==> config.mk <==
export PLATFORM = sky130hd
export DESIGN_NAME = horner_mul
export DESIGN_NICKNAME = d
export VERILOG_FILES = /design/src/rtl/horner_mul.sv
export SDC_FILE = /design/constraint.sdc
export NUM_CORES = 1
export LEC_CHECK = 0
export BUFFER_PORTS_ARGS = -buffer_cell sky130_fd_sc_hd__buf_4
export CAP_MARGIN = 10
export CORE_ASPECT_RATIO = 1.4
export CORE_MARGIN = 3
export CORE_UTILIZATION = 40
export DETAILED_ROUTE_END_ITERATION = 16
export GPL_ROUTABILITY_DRIVEN = 0
export PLACE_DENSITY_LB_ADDON = 0.15
export SYNTH_ARGS = -nofsm -noshare
export SYNTH_HDL_FRONTEND = slang
export SYNTH_SLANG_ARGS = --single-unit
export TNS_END_PERCENT = 30
==> constraint.sdc <==
create_clock -name clk -period 8.1 [get_ports clk]
set_clock_uncertainty 0.15 [all_clocks]
set_input_delay 0.405 -clock clk [delete_from_list [all_inputs] [get_ports clk]]
set_output_delay 0.405 -clock clk [all_outputs]
set_load 0.005 [all_outputs]
==> src/rtl/horner_mul.sv <==
module horner_mul #(
  parameter int W = 16,
  parameter int G = 2
) (
  input  logic         clk,
  input  logic         rst_n,
  input  logic         start,
  input  logic         int_mode,
  input  logic [W-1:0] x_in,
  input  logic [W-1:0] m_in,
  output logic         done,
  output logic [W-1:0] result,
  output logic         ovf
);
  localparam int AW = 2 * W;
  localparam int IW = $clog2(W) + 1;

  function automatic logic [IW-1:0] lo_idx(input logic [W-1:0] v);
    logic [IW-1:0] r;
    r = IW'(W - 1);
    for (int i = W - 1; i >= 0; i--) if (v[i]) r = IW'(i);
    return r;
  endfunction

  function automatic logic [IW-1:0] hi_idx(input logic [W-1:0] v);
    logic [IW-1:0] r;
    r = '0;
    for (int i = 0; i < W; i++) if (v[i]) r = IW'(i);
    return r;
  endfunction

  logic                 busy, mode_q;
  logic signed [W-1:0]  x_q;
  logic [W-1:0]         rem;
  logic [IW-1:0]        prev;
  logic signed [AW-1:0] acc;

  logic [W-1:0]         m_eff, rest;
  logic [IW-1:0]        cur, nxt;
  logic signed [AW-1:0] xs, fsum, facc, fres, isum, ifin, acc_nxt;
  logic                 last, ifin_ovf;

  assign m_eff    = int_mode ? m_in : {1'b0, m_in[W-2:0]};
  assign cur      = mode_q ? hi_idx(rem) : lo_idx(rem);
  assign rest     = rem & ~(W'(1) << cur);
  assign last     = (rest == '0);
  assign nxt      = lo_idx(rest);
  assign xs       = {{(AW-W){x_q[W-1]}}, x_q};
  assign fsum     = acc + (xs <<< G);
  assign facc     = fsum >>> (nxt - cur);
  assign fres     = facc >>> G;
  assign isum     = (acc <<< (prev - cur)) + xs;
  assign ifin     = isum <<< cur;
  assign ifin_ovf = (ifin != {{(AW-W){ifin[W-1]}}, ifin[W-1:0]});
  assign acc_nxt  = mode_q ? isum : facc;

  always_ff @(posedge clk or negedge rst_n) begin
    if (!rst_n) begin
      busy   <= 1'b0;
      mode_q <= 1'b0;
      x_q    <= '0;
      rem    <= '0;
      prev   <= '0;
      acc    <= '0;
      done   <= 1'b0;
      result <= '0;
      ovf    <= 1'b0;
    end else begin
      done <= 1'b0;
      if (!busy) begin
        if (start) begin
          x_q    <= x_in;
          mode_q <= int_mode;
          acc    <= '0;
          prev   <= IW'(W - 1);
          rem    <= m_eff;
          if (m_eff == '0) begin
            done   <= 1'b1;
            result <= '0;
            ovf    <= 1'b0;
          end else begin
            busy <= 1'b1;
          end
        end
      end else begin
        acc  <= acc_nxt;
        prev <= cur;
        rem  <= rest;
        if (last) begin
          busy   <= 1'b0;
          done   <= 1'b1;
          result <= mode_q ? ifin[W-1:0] : fres[W-1:0];
          ovf    <= mode_q & ifin_ovf;
        end
      end
    end
  end

  AST_DONE_PULSE: assert property (@(posedge clk) disable iff (!rst_n)
    done |=> !done);
  AST_ONE_BIT_PER_CLK: assert property (@(posedge clk) disable iff (!rst_n)
    (busy && !last) |=> (busy && $countones(rem) == $countones($past(rem)) - 1));
  AST_ZERO_FAST: assert property (@(posedge clk) disable iff (!rst_n)
    (start && !busy && m_eff == '0) |=> (done && result == '0 && !ovf));
  AST_FRAC_NO_OVF: assert property (@(posedge clk) disable iff (!rst_n)
    (done && !mode_q) |-> !ovf);
  AST_FRAC_BOUND: assert property (@(posedge clk) disable iff (!rst_n)
    (done && !mode_q && !x_q[W-1]) |-> (!result[W-1] && result <= W'(x_q)));
  AST_BUSY_HOLDS_OPS: assert property (@(posedge clk) disable iff (!rst_n)
    (busy && !last) |=> ($stable(x_q) && $stable(mode_q)));
endmodule

==> impl_metrics.ini <==
[global_routing]
grt_pass1_wl_um = 89560
grt_overflow = 0
grt_pass1_vias = 15109
antenna_found_initial = 0
grt_max_degree = 55
grt_usage_pct = 29.57

[synthesis]
postSynthAreaPerCell_um2 = 7.524
syn_inst = 1902
synth.largest_area_cell = dfrtp_1
yosys_warnings = 0
yosysSeqAreaShare_pct = 15.39
synth_top_cell_area_share_pct = 15.39
synthFlopType = dfrtp_1
synth_area_leaders = dfrtp_1 15%, ha_1 6.0%, nand2_1 5.6%, a21oi_1 5.2%, mux4_2 5.0%
synth_edf_count = 0
synth_async_sr_flop_share_pct = 100.0
ys_ff_latch = 88
synth_fp_nets = 2011
synth_cell_types = 98
synth_area_um2 = 14310

[floorplan]
fp.dieW_um = 165.9
die_y_um = 229.8
core_um2 = 35170
std_cell_rows = 81
initial_core_util_pct = 40.69
dieArea_um2 = 38110
io-pin-count = 54

[worst_setup_path]
slowest_stage = fa_2
worstPathArrival_ns = 7.82
cp-end-kind = flop
crit_type = reg2reg
critPathRequiredTime_ns = 8.21
r2r_cells = 27
path_depth = 27
worst-path-buf-inv = 3
critPathTopFamily = compound AO/OA/AOI/OAI gates
crit_fanout = 11
crit_path_start_kind = flop
critPathMaxStageDelay_ns = 0.67

[sta]
min_period_ns = 7.709
hold_slack_ns = 0.1026
worst_pin_slew_ns = 1.297
setup_tns_ns = 0
rsz0062_at_grt = false
fmax_mhz = 129.7
hold_violations = 0
relSlewSlack_pct = 12.41
finalSetupViolCount = 0
finalCritPeriodShare_pct = 95.17
slew_viol_final = 0
setup_ws_ns = 0.3913

[drt]
drtIter0Drc = 1768
postRouteAntennaNets = 0
drc_errors = 0
num_vias = 15831
finalWirelength_um = 58730
wl_per_cell_um = 25.08
routed_via_density = 6.760
firstDrtPassIters = 6

[layout]
antennaDiodeCount = 0
post_route_cells_drive_above_1_share_pct = 14.32
nNetsFinal = 1990
utilization_pct = 44.26
area_delta_synth_final_pct = 8.779

[clock_network]
ctsHtreeMaxLevel = 3
cts.clk_slew.worst_paths_ns = 0.09
cts_buffers = 9
root_buffer = clkbuf_16
clk_latency_ns = 0.38
cts_buffer_depth = 2
cts_tree = done
cts_sinks = 88

[job]
maxCapViolCount = 0

[placement]
dp_slack_ns = 0.3366
port_buffers = 53
hpwl_um = 46530

[outcome]
status = completed

[min_path]
min_path_type = in2reg
hold_depth = 2
-- worst reg2reg max path, delay by kind of cell (launching register included) --
family / cells / cell delay (ns)
AND/OR/NAND/NOR: 6 / 1.20
buffers and inverters: 3 / 0.54
adder cells (fa/ha/maj): 3 / 1.29
multiplexers: 1 / 0.07
AO/OA/AOI/OAI: 14 / 3.85
flip-flops: 1 / 0.50
-- timing repair --
item,CTS,global route
hold buffers,1,0
buffers inserted,0,3
resized for setup,0,9
setup endpoints to repair,0,1
hold endpoints to repair,34,0
-- metal layers --
layer | vias to the layer above | share of wire [%] | global-route usage, %
li1 | 7288 | - | -
met1 | 7703 | 39 | 34.59
met2 | 655 | 49 | 51.33
met3 | 185 | 4.8 | 2.803
met4 | 0 | 7.7 | 19.69
met5 | - | 0 | 0
-- synth_stat cells, types with 12 or more instances --
cell,instances
a22o_1,24
nand2_1,215
a211o_1,19
o21ai_0,139
and3_1,17
inv_1,29
xor2_1,20
and2_1,19
o21a_1,22
mux4_2,32
o211ai_1,38
buf_2,25
nor3_1,49
nand4_1,19
or3_1,17
a221oi_1,20
mux2i_1,61
a211oi_1,54
nor2_1,154
a311oi_1,12
xnor2_1,34
o31ai_1,16
nor2b_1,18
o221ai_1,19
a22oi_1,21
a21o_1,51
a21oi_1,149
a31oi_1,18
dfrtp_1,88
nand3_1,50
clkbuf_1,98
buf_1,15
ha_1,69
nand2b_1,17
mux2_2,36
-- per-stage QoR --
step / cell area (µm²) / std cells
after floorplan: 14310 / 1902
after global placement: 15190 / 2322
after detailed placement: 15190 / 2322
after CTS: 15500 / 2339
after global routing: 15570 / 2342
final: 15570 / 2342
-- path summary, 6_finish.rpt --
kind | slack (ns) | end | start
min in group asynchronous | 0.37 | rem[2] | rst_n
worst max-delay path | 0.39 | ovf | rem[13]
worst min register to register | 0.35 | result[10] | result[10]
worst max register to register | 0.39 | ovf | rem[13]
max in group asynchronous | 6.28 | x_q[4] | rst_n
worst min-delay path | 0.10 | rem[6] | m_in[6]
-- registers in the layout, summed over array words and instances, names as in the netlist --
name	flops
busy	1
ovf	1
done	1
rem	16
mode_q	1
x_q	16
acc	32
result	16
prev	4
-- cells by family after synthesis --
kind of cell / share of synthesized area (%)
xor+xnor: 3.305
simple gates: 21.12
compound gates: 35.95
mux: 12.24
fa+ha+maj: 6.829
flops: 15.39
buf+inv: 5.167
-- layout by cell type (no fill, tap or decap), types with 9 or more instances in the layout --
| cell type | netlist | layout |
|---|---|---|
| nand3_1 | 50 | 50 |
| mux2i_1 | 61 | 61 |
| a22oi_1 | 21 | 21 |
| o31ai_1 | 16 | 16 |
| buf_4 | 3 | 111 |
| o221ai_1 | 19 | 19 |
| xor2_1 | 20 | 16 |
| ha_1 | 69 | 69 |
| inv_1 | 29 | 28 |
| nor2_1 | 154 | 151 |
| nand2b_1 | 17 | 17 |
| xnor2_1 | 34 | 29 |
| a22o_1 | 24 | 24 |
| nand2_1 | 215 | 215 |
| clkbuf_16 | 0 | 9 |
| o21a_1 | 22 | 22 |
| mux2_2 | 36 | 36 |
| mux4_2 | 32 | 32 |
| nor2b_1 | 18 | 18 |
| a211o_1 | 19 | 19 |
| and3_1 | 17 | 17 |
| nor3_1 | 49 | 49 |
| dfrtp_1 | 88 | 88 |
| nor4_1 | 11 | 11 |
| nand4_1 | 19 | 19 |
| a21o_1 | 51 | 51 |
| or3_1 | 17 | 17 |
| a21oi_1 | 149 | 148 |
| o211ai_1 | 38 | 38 |
| a221oi_1 | 20 | 20 |
| a311oi_1 | 12 | 12 |
| a31o_2 | 9 | 9 |
| a31oi_1 | 18 | 18 |
| and2_1 | 19 | 19 |
| o21ai_0 | 139 | 139 |
| a211oi_1 | 54 | 53 |
| o22ai_1 | 11 | 11 |
-- area by class of cell --
class                      instances  area, µm²
fill                            3568      19600
multi-input combinational       1633      11490
sequential                        88       2202
timing repair buffer             113      863.3
tap                              456      570.5
clock buffer                       9      225.2
inverter                          36      138.9
clock inverter                     7      75.07
Power is not shown: default switching activity piles up to over one toggle a cycle in this logic, so the estimate is an artifact.
